### src/rtl/bssid_filter_pkg.sv
package bssid_filter_pkg;
  localparam int unsigned DEF_ADDR_W = 48;
  localparam int unsigned DEF_WORD_W = 32;
  localparam int unsigned LANE_W     = 8;

  typedef enum logic [1:0] {
    ACC_HOLD = 2'd0,
    ACC_INIT = 2'd1,
    ACC_FOLD = 2'd2
  } acc_op_e;
endpackage

### src/rtl/bf_word_reg.sv
module bf_word_reg #(
  parameter int unsigned ADDR_W   = bssid_filter_pkg::DEF_ADDR_W,
  parameter int unsigned WORD_W   = bssid_filter_pkg::DEF_WORD_W,
  parameter bit          RST_ONES = 1'b0
) (
  input  logic              clk,
  input  logic              rst_n,
  input  logic              lo_we,
  input  logic              hi_we,
  input  logic [WORD_W-1:0] wdata,
  input  logic              load_en,
  input  logic [ADDR_W-1:0] load_val,
  output logic [ADDR_W-1:0] q
);
  // Upper word width; ADDR_W must not exceed 2*WORD_W.
  localparam int unsigned HI_W = ADDR_W - WORD_W;
  localparam logic [WORD_W-1:0] LO_RST = {WORD_W{RST_ONES}};
  localparam logic [HI_W-1:0]   HI_RST = {HI_W{RST_ONES}};

  logic [WORD_W-1:0] lo_q;
  logic [HI_W-1:0]   hi_q;

  always_ff @(posedge clk) begin
    if (!rst_n)       lo_q <= LO_RST;
    else if (load_en) lo_q <= load_val[WORD_W-1:0];
    else if (lo_we)   lo_q <= wdata;
  end

  always_ff @(posedge clk) begin
    if (!rst_n)       hi_q <= HI_RST;
    else if (load_en) hi_q <= load_val[ADDR_W-1:WORD_W];
    else if (hi_we)   hi_q <= wdata[HI_W-1:0];
  end

  assign q = {hi_q, lo_q};
endmodule

### src/rtl/bf_mask_accum.sv
module bf_mask_accum #(
  parameter int unsigned ADDR_W = bssid_filter_pkg::DEF_ADDR_W
) (
  input  logic              clk,
  input  logic              rst_n,
  input  logic              init,
  input  logic              add,
  input  logic [ADDR_W-1:0] own_mac,
  input  logic [ADDR_W-1:0] bssid,
  output logic [ADDR_W-1:0] acc
);
  import bssid_filter_pkg::*;

  acc_op_e           op;
  logic [ADDR_W-1:0] common_bits;

  always_comb begin
    if (init)     op = ACC_INIT;
    else if (add) op = ACC_FOLD;
    else          op = ACC_HOLD;
  end

  // Bits on which this BSSID agrees with the own MAC.
  assign common_bits = ~(own_mac ^ bssid);

  always_ff @(posedge clk) begin
    if (!rst_n) acc <= '1;
    else begin
      unique case (op)
        ACC_INIT: acc <= '1;
        ACC_FOLD: acc <= acc & common_bits;
        default:  acc <= acc;
      endcase
    end
  end
endmodule

### src/rtl/bf_accept_stage.sv
module bf_accept_stage #(
  parameter int unsigned ADDR_W = bssid_filter_pkg::DEF_ADDR_W
) (
  input  logic              clk,
  input  logic              rst_n,
  input  logic [ADDR_W-1:0] own_mac,
  input  logic [ADDR_W-1:0] mask,
  input  logic              in_valid,
  output logic              in_ready,
  input  logic [ADDR_W-1:0] in_bssid,
  output logic              out_valid,
  input  logic              out_ready,
  output logic              out_accept
);
  localparam int unsigned LW     = bssid_filter_pkg::LANE_W;
  localparam int unsigned NLANES = (ADDR_W + LW - 1) / LW;

  logic [NLANES-1:0] lane_ok;
  logic [ADDR_W-1:0] diff;
  logic              take;

  assign diff = (in_bssid ^ own_mac) & mask;

  // Each byte lane reports whether its masked bits agree.
  for (genvar g = 0; g < NLANES; g++) begin : g_lane
    localparam int unsigned LO = g * LW;
    localparam int unsigned HI = ((g + 1) * LW > ADDR_W) ? ADDR_W - 1 : (g + 1) * LW - 1;
    assign lane_ok[g] = ~|diff[HI:LO];
  end

  assign in_ready = !out_valid || out_ready;
  assign take     = in_valid && in_ready;

  always_ff @(posedge clk) begin
    if (!rst_n) begin
      out_valid  <= 1'b0;
      out_accept <= 1'b0;
    end else if (take) begin
      out_valid  <= 1'b1;
      out_accept <= &lane_ok;
    end else if (out_ready) begin
      out_valid  <= 1'b0;
    end
  end
endmodule

### src/rtl/bssid_filter.sv
module bssid_filter #(
  parameter int unsigned ADDR_W = bssid_filter_pkg::DEF_ADDR_W,
  parameter int unsigned WORD_W = bssid_filter_pkg::DEF_WORD_W
) (
  input  logic              clk,
  input  logic              rst_n,
  input  logic [WORD_W-1:0] cfg_wdata,
  input  logic              mac_lo_we,
  input  logic              mac_hi_we,
  input  logic              mask_lo_we,
  input  logic              mask_hi_we,
  input  logic              acc_init,
  input  logic              acc_add,
  input  logic [ADDR_W-1:0] acc_bssid,
  input  logic              acc_load,
  output logic [ADDR_W-1:0] acc_mask,
  input  logic              bid_valid,
  output logic              bid_ready,
  input  logic [ADDR_W-1:0] bid_data,
  output logic              res_valid,
  input  logic              res_ready,
  output logic              res_accept
);
  logic [ADDR_W-1:0] mac_q;
  logic [ADDR_W-1:0] mask_q;
  logic [ADDR_W-1:0] acc_q;

  bf_word_reg #(.ADDR_W(ADDR_W), .WORD_W(WORD_W), .RST_ONES(1'b0)) u_mac (
    .clk(clk), .rst_n(rst_n), .lo_we(mac_lo_we), .hi_we(mac_hi_we),
    .wdata(cfg_wdata), .load_en(1'b0), .load_val('0), .q(mac_q)
  );

  bf_word_reg #(.ADDR_W(ADDR_W), .WORD_W(WORD_W), .RST_ONES(1'b1)) u_mask (
    .clk(clk), .rst_n(rst_n), .lo_we(mask_lo_we), .hi_we(mask_hi_we),
    .wdata(cfg_wdata), .load_en(acc_load), .load_val(acc_q), .q(mask_q)
  );

  bf_mask_accum #(.ADDR_W(ADDR_W)) u_accum (
    .clk(clk), .rst_n(rst_n), .init(acc_init), .add(acc_add),
    .own_mac(mac_q), .bssid(acc_bssid), .acc(acc_q)
  );

  bf_accept_stage #(.ADDR_W(ADDR_W)) u_stage (
    .clk(clk), .rst_n(rst_n), .own_mac(mac_q), .mask(mask_q),
    .in_valid(bid_valid), .in_ready(bid_ready), .in_bssid(bid_data),
    .out_valid(res_valid), .out_ready(res_ready), .out_accept(res_accept)
  );

  assign acc_mask = acc_q;
endmodule

### config.mk
export PLATFORM = sky130hd
export DESIGN_NAME = bssid_filter
export DESIGN_NICKNAME = d
export VERILOG_FILES = /design/src/rtl/bssid_filter_pkg.sv /design/src/rtl/bf_word_reg.sv /design/src/rtl/bf_mask_accum.sv /design/src/rtl/bf_accept_stage.sv /design/src/rtl/bssid_filter.sv
export SDC_FILE = /design/constraint.sdc
export NUM_CORES = 1
export LEC_CHECK = 0
export ABC_CLOCK_PERIOD_IN_PS = 1600
export BUFFER_PORTS_ARGS = -buffer_cell sky130_fd_sc_hd__buf_2
export CAP_MARGIN = 5
export CORE_UTILIZATION = 56
export CTS_BUF_LIST = sky130_fd_sc_hd__clkbuf_8
export DETAILED_ROUTE_END_ITERATION = 8
export GPL_ROUTABILITY_DRIVEN = 0
export PLACE_DENSITY = 0.91
export SKIP_CTS_REPAIR_TIMING = 1
export SLEW_MARGIN = 25
export SYNTH_ARGS = -nofsm -noshare
export SYNTH_HDL_FRONTEND = slang
export SYNTH_HIERARCHICAL = 1
export SYNTH_SLANG_ARGS = --single-unit
### constraint.sdc
create_clock -name clk -period 1.6 [get_ports clk]
set_input_delay 0.16 -clock clk [delete_from_list [all_inputs] [get_ports clk]]
set_output_delay 0.16 -clock clk [all_outputs]
set_load 0.01 [all_outputs]
==> results of run 1 <==
## registers in the layout, summed over array words and instances (netlist names)
signal	count
u_stage/out_valid	1
u_mac/lo_q	32
u_mask/hi_q	16
u_stage/out_accept	1
u_mac/hi_q	16
u_accum/acc	48
u_mask/lo_q	32
## logic make-up after synthesis
logic type      share of synthesized area
xor+xnor                            0.110
flops                               0.382
other cells                      0.000490
mux                                 0.153
buf+inv                            0.0587
compound gates                      0.188
simple gates                        0.108
## worst min-delay path: cells and delay by family
family,cells,cell delay (ns)
buffers and inverters,1,0.09
multiplexers,1,0.06
AO/OA/AOI/OAI,1,0.13
## per-stage QoR
stage / hold slack [ns] / util
global placement: 0.428 / 0.663
finish: 0.0113 / 0.704
floorplan: 0.299 / -
CTS: -0.0581 / 0.700
global route: 0.00481 / 0.704
detailed placement: 0.440 / 0.663
## power breakdown
| part | switching (mW) | internal (mW) | total [mW] |
|---|---|---|---|
| sequential | 0.195 | 3.85 | 4.05 |
| clock | 1.47 | 2.10 | 3.57 |
| combinational | 0.785 | 0.822 | 1.61 |
| total | 2.45 | 6.77 | 9.22 |
## cell type report
cell class	count	area, um2
inverters	1	3.75
well taps	176	220
clock buffers	19	262
flip-flops and latches	146	2920
fillers	987	3940
clock inverters	13	230
repair buffers	210	1230
multi-input cells	526	4490
## metal layers
layer  part of all wire  up-vias
li1                   -     2852
met1               0.43     3057
met2               0.48      285
met3              0.064       63
met4              0.035        0
met5                  0        -
## final timing paths
path	slack (ns)	cells after the start	endpoint	startpoint
max reg2reg	0.09	5	u_stage/out_accept	u_mac/hi_q[13]
min	0.01	3	u_mask/lo_q[30]	cfg_wdata[30]
min reg2reg	0.50	1	u_stage/out_accept	u_stage/out_accept
max	0.09	5	u_stage/out_accept	u_mac/hi_q[13]
## synth_stat cells, drive strengths merged (4+ instances only)
master	n	area [um2]
mux2i	48	480
nand2b	46	288
o211a	48	480
nand2	4	15.0
or2b	4	30.0
o22a	48	420
a21oi	47	337
dfxtp	146	2920
nand4	6	37.5
xnor2	48	420
xor2	48	420
a22oi	22	165
and3b	47	412
buf	43	410
clkbuf	9	35.0
mux2	48	691
==> flow_summary.ini, run 1 <==
[clock_tree]
clockBufferDepth = 2
clock_latency_ns = 0.47
cts_buffers = 17
clockRootBuffer = clkbuf_8
cts.sink_count = 146
htreeDepth = 4
clk_pin_slew_ns = 0.08
cts_tree = built

[cells_and_area]
antenna_cells = 0
final_cell_area_um2 = 9360
fin_nets = 1041
area_growth_pct = 22.3
final_cell_mix = buf_2, dfxtp_1, conb_1
final_common_cell = buf_2
layout-drive-gt1-share = 0.349
final_cells = 1091

[min_path]
hold_path.class = primary input to flop

[sta]
worst_slew_pin_slew_ns = 0.508
fin_ws_ns = 0.0903
hold_violations = 0
drv_slew = 0
fin_skew_ns = 0.00874
period_share = 0.944
relSlewSlack = 0.662
rsz0062_at_grt = false
tns_ns = 0
period_minus_slack_ns = 1.51
finalSetupViolations = 0
max_freq_ghz = 0.662

[synth]
yosys_warnings = 6
synth_cells = 672
synth-seq-cells = 146
synth.avg_cell_area_um2 = 11.4
synthDistinctLibCells = 34
async_flop_share = 0
synth-edff-count = 0
seq_area_frac_synth = 0.382
syn_area_um2 = 7650
synth_ff_type = dfxtp_1

[floorplan]
die_x_um = 119
start_util = 0.575
die-area_um2 = 14100
core_um2 = 13300
io_pins = 190
num_rows = 42
chipHeight_um = 119

[placed_design]
place_ws_ns = 0.0412
placed_cell_area_um2 = 8810
post-place-cells = 1055
io_buffers = 189
dp_hpwl_um = 15000

[routing]
drt_iter0_drc = 489
drtAntennaViolNets = 0
dr.pass1.iters = 5
vias = 6257
drc = 0
routedWlPerCell_um = 20.2
wl_um = 22100
avgViaCountPerCell = 5.74

[grt]
antenna_found_initial = 0
grt_pass1_vias = 6291
use_met3 = 0.0661
grtUsageTotal = 0.318
met2_usage = 0.515
grt-busiest-layer = met2
grt_pass1_wl_um = 33800
use_met1 = 0.397
overflow = 0
grt_max_degree = 49

[status]
status = finished, final reports clean

[flow_run]
maxCapViolCount = 0

[setup_path]
criticalPathCategory = flop to flop
crit_path_max_fanout = 3
cp-start-kind = flop
crit_family = simple AND/OR/NAND/NOR gates
cp.arrival_ns = 1.93
slowest_delay_ns = 0.34
cpMaxStageDelayCell = dfxtp_1
critPathBufInv = 0
end_kind = flop
crit_required_ns = 2.02
crit_chain = xor2_1 > a22oi_1 > nand4_1 > nor4_2 > a32o_1

[power_and_ir_drop]
ir_drop_v = 0.000643
power_mw = 9.22
power_density_nw_per_um2 = 985
leakage_nw = 4.58
Note: power is estimated with default switching activity, not from simulation.
==> run 2: changes to the inputs <==
- BUFFER_PORTS_ARGS: -buffer_cell sky130_fd_sc_hd__buf_2 -> unset
- CORE_UTILIZATION: 56 -> 65
- DONT_BUFFER_PORTS: unset -> 1
- PLACE_DENSITY: 0.91 -> 0.89
- RECOVER_POWER: unset -> 50
==> run 2 against run 1 <==
Net effect:
- the flow now finishes with violations (negative setup slack)
- sequential share of layout area fell by 0.70 points
- critical path depth did not move
- hold slack improved by 0.0045 ns
- non-clock buffer count down 47
- cell area increased by 2.4%
- worst setup slack got worse by 0.10 ns
- power fell by 12%
- via count increased by 4.9%
- maximum frequency is 6.2% lower
- die area fell by 14%
- core utilization rose by 13 points
- wire length rose by 22%
- critical path type unchanged
- largest cell class unchanged
==> flow_summary.ini, run 2 (same netlist as run 1, synthesis figures left out) <==
[grt]
overflow = 0
grt_pass1_vias = 5581
grtUsageTotal = 0.338
antenna_found_initial = 1
grt_pass1_wl_um = 31500
grt_max_degree = 103

[setup_path]
crit_path_start = u_mac/lo_q[8]
criticalPathCategory = flop to flop
cp.arrival_ns = 2.01
end_kind = flop
crit_required_ns = 2.00
crit_path_max_fanout = 3
r2r-start = u_mac/lo_q[8]
r2r-end = u_stage/out_accept
rrSetupSlack_ns = -0.01
r2r_cells = 5
cp-start-kind = flop
crit_end = u_stage/out_accept

[clock_tree]
clk_pin_slew_ns = 0.08
clock_latency_ns = 0.46
clockBufferDepth = 2
cts.sink_count = 146
clockRootBuffer = clkbuf_8
cts_tree = built
cts_buffers = 17
htreeDepth = 4

[power_and_ir_drop]
p_sw_mw = 2.28
power_switching_share = 0.281
clock_power_share = 0.295
ir_drop_v = 0.00103
leakage_nw = 4.50
power_mw = 8.13
pwr-share-comb = 0.199
power_density_nw_per_um2 = 848
seqPwrFrac = 0.506
p_int_mw = 5.85

[floorplan]
core_um2 = 11500
io_pins = 190
start_util = 0.667
die-area_um2 = 12200
chipHeight_um = 110
num_rows = 39
die_x_um = 110

[routing]
wl_um = 26900
avgViaCountPerCell = 6.50
drt_iter0_drc = 570
drtAntennaViolNets = 0
dr.pass1.iters = 5
drc = 0
vias = 6563
routedWlPerCell_um = 26.7

[sta]
period_minus_slack_ns = 1.61
rsz0062_at_grt = true
fin_ws_ns = -0.00988
max_freq_ghz = 0.621
fin_skew_ns = 0.0101
worst_slew_pin_slew_ns = 0.906
drv_slew = 0
hold_violations = 0
tns_ns = -0.00988
period_share = 1.01
relSlewSlack = 0.394
finalSetupViolations = 1

[min_path]
hold_start = mac_lo_we
hold_path.class = primary input to flop

[cells_and_area]
largest_register = u_accum/acc
fin_nets = 994
area_growth_pct = 25.3
reg.largest.list = u_accum/acc x48, u_mac/lo_q x32, u_mask/lo_q x32
final_common_cell = dlygate4sd3_1
layout-drive-gt1-share = 0.125
largest_register_ffs = 48
final_cell_mix = dlygate4sd3_1, dfxtp_1, conb_1
fill_cells = 610
final_cell_area_um2 = 9580

[placed_design]
io_buffers = 0
placed_cell_area_um2 = 7650
dp_hpwl_um = 13800

[status]
status = finished, violations left
violations = negative setup slack

[flow_run]
maxCapViolCount = 0
## run 2: through the flow
step	setup slack [ns]	util	std cells	hold WS, ns
finish	-0.00988	0.836	1009	0.0157
global placement	0.0168	0.667	820	0.300
global route	-0.0357	0.836	1008	0.00768
detailed placement	0.0109	0.667	820	0.306
floorplan	0.386	-	725	0.299
CTS	0.0118	0.694	849	-0.171
## run 2: worst max-delay path, stage by stage, from the launching register on
cell and delay, ns:
dfxtp_1 0.35, xor2_1 0.17, a22oi_1 0.39, nand4_1 0.18
nor4_1 0.31, a32o_1 0.16
## run 2: worst min-delay path by stage
stage / depth (start not counted) / endpoint / slack, ns
final: 2 / u_mac/lo_q[4] / 0.02
after global routing: 2 / u_mac/lo_q[4] / 0.008
after CTS: 1 / u_mac/lo_q[15] / -0.17
after detailed placement: 1 / u_mac/lo_q[21] / 0.31
after global placement: 1 / u_mac/lo_q[24] / 0.30
after floorplan: 2 / u_stage/out_valid / 0.30
## run 2: layout make-up
class                   instances  area [um2]  share of cell area
diodes                          1        2.50            0.000261
inverters                       1        3.75            0.000392
well taps                     143         179              0.0187
repair buffers                163        1690               0.177
flip-flops and latches        146        2930               0.305
multi-input cells             526        4480               0.467
clock buffers                  19         262              0.0273
clock inverters                10        37.5             0.00392
## run 2: routing by layer
layer	vias up	wire length (um)	part of all wire	GRT usage
li1	2754	-	-	-
met1	3188	9610	0.36	0.412
met2	495	12800	0.47	0.548
met3	126	3190	0.12	0.114
met4	0	1390	0.051	0.138
met5	-	0	0	0
## run 2: power groups by stage
stage / Combinational (mW) / Clock, mW / Sequential [mW]
2_1_floorplan: 1.02 / 0 / 4.11
3_3_place_gp: 0.974 / 0 / 4.16
3_5_place_dp: 1.01 / 0 / 4.18
4_1_cts: 1.02 / 2.35 / 4.10
5_1_grt: 1.68 / 2.53 / 4.14
6_report: 1.62 / 2.40 / 4.12
==> run 3: changes to the inputs <==
--- a/config.mk
+++ b/config.mk
@@ -7,2 +7,3 @@
 export LEC_CHECK = 0
+export ABC_AREA = 1
 export ABC_CLOCK_PERIOD_IN_PS = 1600
@@ -11,2 +12,3 @@
 export CTS_BUF_LIST = sky130_fd_sc_hd__clkbuf_8
+export CTS_CLUSTER_DIAMETER = 150
 export DETAILED_ROUTE_END_ITERATION = 8
--- a/constraint.sdc
+++ b/constraint.sdc
@@ -3,2 +3,2 @@
 set_output_delay 0.16 -clock clk [all_outputs]
-set_load 0.01 [all_outputs]
+set_load 0.1 [all_outputs]
==> run 3 against run 2 <==
Net effect:
- wire length is 10% higher
- non-clock buffer count is 6 lower
- clock power is 14% higher
- cell area is 5.1% higher
- flip-flop and latch count stayed put
- the run ends with design-rule violations, negative hold slack, negative setup slack left
- sequential share of layout area is 1.5 points lower
- clock skew is 0.0027 ns lower
- hold slack worse by 0.064 ns
- power is 8.1% higher
- maximum frequency is 2.3% lower
==> flow_summary.ini, run 3 <==
[status]
status = finished, violations left
violations = design-rule violations, negative hold slack, negative setup slack

[clock_tree]
htreeDepth = 4
clockRootBuffer = clkbuf_8
clk_pin_slew_ns = 0.08
cts.sink_count = 146
clockBufferDepth = 2
cts_tree = built
cts_buffers = 17
clock_latency_ns = 0.46

[setup_path]
crit_path_start = u_mac/lo_q[18]
r2r-start = u_mac/lo_q[18]
cpMaxStageDelayCell = dlygate4sd3_1
crit_top_cell = nand2_1
end_kind = flop
cp-start-kind = flop
slowest_delay_ns = 0.55
crit_required_ns = 1.95
r2r_cells = 6
crit_chain = inv_1 > nand2_1 > nand3_1 > nand2_1 > nand2_1 > dlygate4sd3_1
cp.arrival_ns = 2.00
criticalPathCategory = flop to flop
crit_path_max_fanout = 5

[synth]
syn_area_um2 = 8230
yosys.area.top_type = dfxtp_1
synth_cells = 1316
seq_area_frac_synth = 0.355
synth_area_leaders = dfxtp_1, nand2_1, nand3_1
async_flop_share = 0
synth_ff_type = dfxtp_1
synthDistinctLibCells = 21
synth-seq-cells = 146
synth.avg_cell_area_um2 = 6.25
synth-edff-count = 0
yosys.area.top_type_share = 0.355
synth_commonest_cells = nand2_1, nand3_1, inv_1
synth_most_common_cell = nand2_1
yosys_warnings = 6

[sta]
finalSetupViolations = 1
worst_slew_pin_slew_ns = 1.07
hold_violations = 13
fin_ws_ns = -0.0478
fin_skew_ns = 0.00746
relSlewSlack = 0.287
hold_ws_ns = -0.0486
drv_slew = 0
max_freq_ghz = 0.607
period_minus_slack_ns = 1.65
period_share = 1.03

[power_and_ir_drop]
clock_power_share = 0.311
ir_drop_v = 0.000924
p_int_mw = 5.84
pwr-share-comb = 0.228
leakage_nw = 4.91
p_sw_mw = 2.94
power_switching_share = 0.335
seqPwrFrac = 0.461
power_density_nw_per_um2 = 872

[grt]
grt_pass1_wl_um = 36200
grt_max_degree = 99
grtUsageTotal = 0.360
antenna_found_initial = 3
grt_pass1_vias = 7639
overflow = 0

[cells_and_area]
final_common_cell = nand2_1
final_cell_area_um2 = 10100
largest_register = u_accum/acc
final_cells = 1659
fill_cells = 783
fin_nets = 1612
reg.largest.list = u_accum/acc x48, u_mac/lo_q x32, u_mask/lo_q x32
final_util = 0.828
layout-drive-gt1-share = 0.0895
largest_register_ffs = 48
final_cell_mix = nand2_1, nand3_1, inv_1, dfxtp_1, dlygate4sd3_1
area_growth_pct = 22.4

[floorplan]
die_x_um = 115
core_um2 = 12200
io_pins = 190
num_rows = 40
die-area_um2 = 13100
chipHeight_um = 115
start_util = 0.677

[placed_design]
placed_cell_area_um2 = 8650
io_buffers = 0
dp_hpwl_um = 15100
post-place-cells = 1520

[routing]
drt_iter0_drc = 1576
vias = 9521
wl_um = 29700
routedWlPerCell_um = 17.9
avgViaCountPerCell = 5.74
dr.pass1.iters = 9
drc = 1
drtAntennaViolNets = 0

[min_path]
hold_start = cfg_wdata[12]
hold_path.class = primary input to flop
hold_depth = 4

[flow_run]
maxCapViolCount = 0
[run 3: changes by cell type after synthesis, moves of 49 or more]
cell     before  now
inv_1         1  181
nand2_1       4  477
nand3_1       0  277
or2_1         0   49
[run 3: metal layers]
metal | global-route usage | routed length (um) | up-vias
met5 | 0 | 11 | -
met4 | 0.195 | 1630 | 2
met3 | 0.118 | 4100 | 180
met2 | 0.596 | 13600 | 791
met1 | 0.411 | 10300 | 4203
li1 | - | - | 4345
[run 3: worst paths after layout]
path / slack [ns] / end
setup / recovery: -0.05 / u_accum/acc[18]
hold / removal: -0.05 / u_mac/lo_q[12]
setup reg to reg: -0.05 / u_accum/acc[18]
hold reg to reg: 0.48 / u_mask/lo_q[17]
[run 3: kinds of logic after synthesis]
logic type | count (synthesis) | synth area share
other cells | 1 | 0.000456
compound gates | 55 | 0.0353
simple gates | 864 | 0.472
buf+inv | 250 | 0.137
flops | 146 | 0.355
[run 3: worst max-delay path: cells and delay by family (launching register included)]
kind	cells	cell delay (ns)
buf+inv	2	0.64
flops	1	0.42
simple gates	4	0.47
[run 3: area by class of cell]
class	count	area, um2	area share
clock buffer	24	330	0.0328
antenna	5	12.5	0.00124
timing repair buffer	157	1530	0.152
multi-input combinational	968	4340	0.431
inverter	183	687	0.0682
sequential	146	2920	0.290
tap	168	210	0.0209
clock inverter	8	35.0	0.00348
[run 3: through the flow]
stage / power [mW] / setup slack, ns / hold slack [ns] / TNS (ns)
2_1_floorplan: 5.46 / 0.143 / 0.300 / 0
3_3_place_gp: 5.57 / 0.265 / 0.236 / 0
3_5_place_dp: 5.62 / 0.258 / 0.240 / 0
4_1_cts: 8.25 / 0.236 / -0.239 / 0
5_1_grt: 9.11 / -0.118 / -0.0146 / -0.118
6_report: 8.79 / -0.0478 / -0.0486 / -0.0478
[run 3: power by group through the flow]
stage	combinational, mW	sequential (mW)	clock, mW
3_5_place_dp	1.50	4.12	0
2_1_floorplan	0.968	4.49	0
6_report	2.00	4.05	2.73
5_1_grt	2.13	4.08	2.91
4_1_cts	1.51	4.03	2.70
3_3_place_gp	1.46	4.10	0
